==> src/rtl/vpm_pkg.sv <==
package vpm_pkg;
  localparam int unsigned WORD_W = 32;
  localparam int unsigned RM_W   = 24;
  localparam int unsigned CODE_W = 4;
  localparam int unsigned CRF_W  = 4;
  localparam int unsigned REG_W  = 64;
  localparam logic [5:0]  OPC_WIDE = 6'd1;

  typedef struct packed {
    logic            is_vec;
    logic [RM_W-1:0] remap;
  } pfx_info_t;
endpackage

==> src/rtl/vpm_prefix_detect.sv <==
module vpm_prefix_detect
  import vpm_pkg::*;
(
  input  logic [WORD_W-1:0] word,
  output pfx_info_t         info
);
  // prefix bit k sits at word[WORD_W-1-k]
  logic opc_ok, marks_ok;

  always_comb begin
    opc_ok   = (word[WORD_W-1 -: 6] == OPC_WIDE);
    marks_ok = word[WORD_W-1-7] & word[WORD_W-1-9];
    info.is_vec = opc_ok & marks_ok;
    if (info.is_vec)
      info.remap = {word[WORD_W-1-6], word[WORD_W-1-8], word[RM_W-3:0]};
    else
      info.remap = '0;
  end
endmodule

==> src/rtl/vpm_mask_gen.sv <==
module vpm_mask_gen
  import vpm_pkg::*;
#(
  parameter int unsigned N = 8
) (
  input  logic               is_vec,
  input  logic [CODE_W-1:0]  code,
  input  logic [REG_W-1:0]   reg3,
  input  logic [REG_W-1:0]   reg10,
  input  logic [REG_W-1:0]   reg30,
  input  logic [CRF_W*N-1:0] cr,
  output logic [N-1:0]       enable,
  output logic               illegal
);
  logic [1:0]   sel;
  logic         inv;
  logic [N-1:0] gpr_bit;
  logic [N-1:0] crf_bit;

  assign sel     = code[2:1];
  assign inv     = code[0];
  assign illegal = is_vec & (code == '0);

  for (genvar i = 0; i < N; i++) begin : g_elem
    always_comb begin
      case (sel)
        2'b01:   gpr_bit[i] = reg3[i];
        2'b10:   gpr_bit[i] = reg10[i];
        default: gpr_bit[i] = reg30[i];
      endcase
      case (sel)
        2'b00:   crf_bit[i] = cr[CRF_W*i+3];
        2'b01:   crf_bit[i] = cr[CRF_W*i+2];
        2'b10:   crf_bit[i] = cr[CRF_W*i+1];
        default: crf_bit[i] = cr[CRF_W*i];
      endcase
      if (!is_vec)
        enable[i] = 1'b1;
      else if (code[3])
        enable[i] = crf_bit[i] ^ inv;
      else if (sel == 2'b00)
        enable[i] = inv;
      else
        enable[i] = gpr_bit[i] ^ inv;
    end
  end
endmodule

==> src/rtl/vpm_unit.sv <==
module vpm_unit
  import vpm_pkg::*;
#(
  parameter int unsigned N = 8
) (
  input  logic               clk,
  input  logic               rst,
  input  logic               in_valid,
  output logic               in_ready,
  input  logic [31:0]        in_prefix,
  input  logic [63:0]        in_reg3,
  input  logic [63:0]        in_reg10,
  input  logic [63:0]        in_reg30,
  input  logic [4*N-1:0]     in_cr,
  output logic               out_valid,
  input  logic               out_ready,
  output logic [N-1:0]       out_enable,
  output logic [23:0]        out_remap,
  output logic               out_is_vec,
  output logic               out_illegal
);
  pfx_info_t    info;
  logic [N-1:0] en_nxt;
  logic         ill_nxt;

  vpm_prefix_detect u_detect (
    .word (in_prefix),
    .info (info)
  );

  vpm_mask_gen #(.N(N)) u_mask (
    .is_vec  (info.is_vec),
    .code    (info.remap[RM_W-1 -: CODE_W]),
    .reg3    (in_reg3),
    .reg10   (in_reg10),
    .reg30   (in_reg30),
    .cr      (in_cr),
    .enable  (en_nxt),
    .illegal (ill_nxt)
  );

  assign in_ready = !out_valid || out_ready;

  always_ff @(posedge clk) begin
    if (rst) begin
      out_valid   <= 1'b0;
      out_is_vec  <= 1'b0;
      out_illegal <= 1'b0;
      out_enable  <= '1;
      out_remap   <= '0;
    end else if (in_ready) begin
      out_valid <= in_valid;
      if (in_valid) begin
        out_is_vec  <= info.is_vec;
        out_illegal <= ill_nxt;
        out_enable  <= ill_nxt ? '0 : en_nxt;
        out_remap   <= info.remap;
      end
    end
  end
endmodule

==> config.mk <==
export PLATFORM = sky130hd
export DESIGN_NAME = vpm_unit
export DESIGN_NICKNAME = d
export VERILOG_FILES = /design/src/rtl/vpm_pkg.sv /design/src/rtl/vpm_prefix_detect.sv /design/src/rtl/vpm_mask_gen.sv /design/src/rtl/vpm_unit.sv
export SDC_FILE = /design/constraint.sdc
export NUM_CORES = 1
export LEC_CHECK = 0
export ABC_AREA = 1
export ABC_CLOCK_PERIOD_IN_PS = 3520
export CAP_MARGIN = 20
export CORE_AREA = 10 10 106 108
export DETAILED_ROUTE_END_ITERATION = 10
export DIE_AREA = 0 0 116 118
export DONT_BUFFER_PORTS = 1
export PLACE_DENSITY = 0.48
export SKIP_CTS_REPAIR_TIMING = 1
export SLEW_MARGIN = 25
export SYNTH_ARGS = -nofsm -noshare
export SYNTH_HDL_FRONTEND = slang
export SYNTH_SLANG_ARGS = --single-unit
==> constraint.sdc <==
create_clock -name clk -period 3.52 [get_ports clk]
set_input_delay 0.704 -clock clk [delete_from_list [all_inputs] [get_ports clk]]
set_output_delay 0.704 -clock clk [all_outputs]
set_load 0.01 [all_outputs]
==> metrics.yaml <==
route:
  viasPerCell: 4.545
  drt-total-wl_mm: 7.667
  drt_iter0_drc: 131
  avgRoutedWirePerCell_um: 17.27
  firstDrtPassIters: 4
  drcViolationCount: 0
  vias: 2018
  ant_nets: 0
placed_design:
  gp_congestion: 0.7856
  portBuffers: 0
  dp.cells: 436
  dpl-instance-area_um2: 2111
  pre_cts_slack_ns: 0.5839
  dpl.hpwl_mm: 6.398
flow_run:
  cap_violations: 0
synthesis:
  syn_area_um2: 2062
  seq_area_frac_synth_pct: 33.98
  syn_nets: 604
  ys_types: 20
  synthTopCellsByArea: "dfxtp_1 34%, nand2_1 33%, nand3_1 8.5%, a21oi_1 8.3%, inv_1 2.7%"
  avgSynthCellArea_um2: 6.065
  synth.largest_area_cell: "dfxtp_1"
  ys_ff_latch: 35
  ys_warn_count: 0
  syn_inst: 340
  yosysTopAreaCellShare_pct: 33.98
sta:
  tns_ns: 0
  rsz0062_at_grt: "no"
  whs_ns: 0.4817
  layout_min_cycle_time_ns: 2.558
  period_share_pct: 72.68
  timing.fmax_ghz: 0.3909
  fin_ws_ns: 0.9616
  slew_headroom_pct: 62.65
  setup_viol: 0
  fin_worst_skew_ns: 0.003569
  final_max_slew_viol_count: 0
  worst_pin_slew_ns: 0.5603
  finalHoldViolCount: 0
layout:
  final_nets: 596
  most-common-layout-cells: "181 x nand2_1, 35 x nand3_1, 35 x dfxtp_1"
  layout_commonest_cell: "nand2_1"
  drive_above_1_share_pct: 6.006
  finalInstanceArea_um2: 2196
  fin_cells: 444
  areaGrowthSynthToFinish_pct: 6.493
  utilization_pct: 24.11
  diodes: 0
global_routing:
  grt_pass1_wl_mm: 11.50
  antenna_found_initial: 0
  grt.total_usage_pct: 10.80
  grt_max_degree: 34
  grt_pass1_vias: 1975
  grt_overflow_total: 0
power:
  powerDensity_nw_per_um2: 343.3
  totalPowerFinal_mw: 0.7538
  peakVddDrop_v: 0.0001176
  cellLeakagePower_nw: 0.9611
clock_network:
  insertion_delay_ns: 0.28
  h-tree-depth: 2
  cts_tree: "built"
  cts.sinks: 35
  cts_buffers: 5
  clkTransAtPathRegs_ns: 0.07
  cts-root-buf: "clkbuf_8"
  clockBufferDepth: 2
floorplanning:
  dieArea_um2: 13690
  num_io_pins: 296
  core-area_um2: 9109
  die_x_um: 116
  start_util_pct: 22.64
  die_h_um: 118
  rows: 35
critical_path:
  crit_path_start_kind: "input pin"
  end_kind: "flip-flop"
  crit_type: "input pin to flip-flop"
  crit_path_max_fanout: 16
  cp.arrival_ns: 2.74
  required_ns: 3.70
  reg2reg_depth: 7
min_path:
  worstHoldPathType: "input pin to flip-flop"
  worstHoldPathCells: 1
run_status:
  status: "complete, no violations"
-- state kept, by name (all words and copies together), names as in the netlist --
signal and cells:
out_illegal 1, out_enable 8, out_remap 24, out_is_vec 1, out_valid 1
-- kinds of logic after synthesis --
family / share of synthesized area (%)
fa+ha+maj: 2.427
buf+inv: 7.827
simple gates: 46.78
flops: 33.98
compound gates: 8.980
-- synthesized netlist by cell type (all sizes together) --
library cell,n
nand2,185
dfxtp,35
a21oi,34
clkbuf,6
o21ai,3
buf,10
nand3,35
ha,4
nor2,11
inv,17
-- critical path: stages --
cell     delay (ns)
nand2_1        0.06
inv_1          0.06
nand2_1        0.04
nor2_1         0.28
nand2_1        0.20
inv_1          0.12
ha_1           0.52
nand2_1        0.18
nand2_1        0.10
nand2_1        0.05
nand2_1        0.07
nand3_1        0.09
nand2_1        0.08
nand2_1        0.04
nand3_1        0.08
nand2_1        0.06
-- final timing paths --
kind                               from                    endpoint  slack [ns]
max reg2reg      out_valid$_SDFFE_PP0N_  out_enable[4]$_SDFFE_PP1P_        1.77
max                       in_prefix[24]  out_enable[7]$_SDFFE_PP1P_        0.96
min reg2reg  out_remap[11]$_SDFFE_PP0P_  out_remap[11]$_SDFFE_PP0P_        0.51
min                                 rst  out_remap[11]$_SDFFE_PP0P_        0.48
-- where the power goes --
group / internal, mW / switching (mW) / leakage, nW
clock network: 0.138 / 0.144 / 0.0412
logic: 0.0186 / 0.0354 / 0.636
registers: 0.405 / 0.0130 / 0.284
total: 0.561 / 0.192 / 0.961
-- routing by layer --
| metal | up-vias | GRT usage (%) | wire length [µm] |
|---|---|---|---|
| li1 | 1049 | - | - |
| met3 | 12 | 5.250 | 845 |
| met5 | - | 0 | 0 |
| met4 | 0 | 3.599 | 186 |
| met2 | 63 | 17.06 | 3644 |
| met1 | 894 | 12.34 | 2991 |
-- final cells by class --
| class | count | area [µm²] |
|---|---|---|
| Clock buffer | 6 | 72.57 |
| Sequential cell | 35 | 700.7 |
| Tap cell | 111 | 138.9 |
| Multi-Input combinational cell | 272 | 1200 |
| Clock inverter | 2 | 12.51 |
| Fill cell | 1063 | 6913 |
| Timing Repair Buffer | 1 | 7.507 |
| Inverter | 17 | 63.81 |
Note: power is estimated with default switching activity, not from simulation.
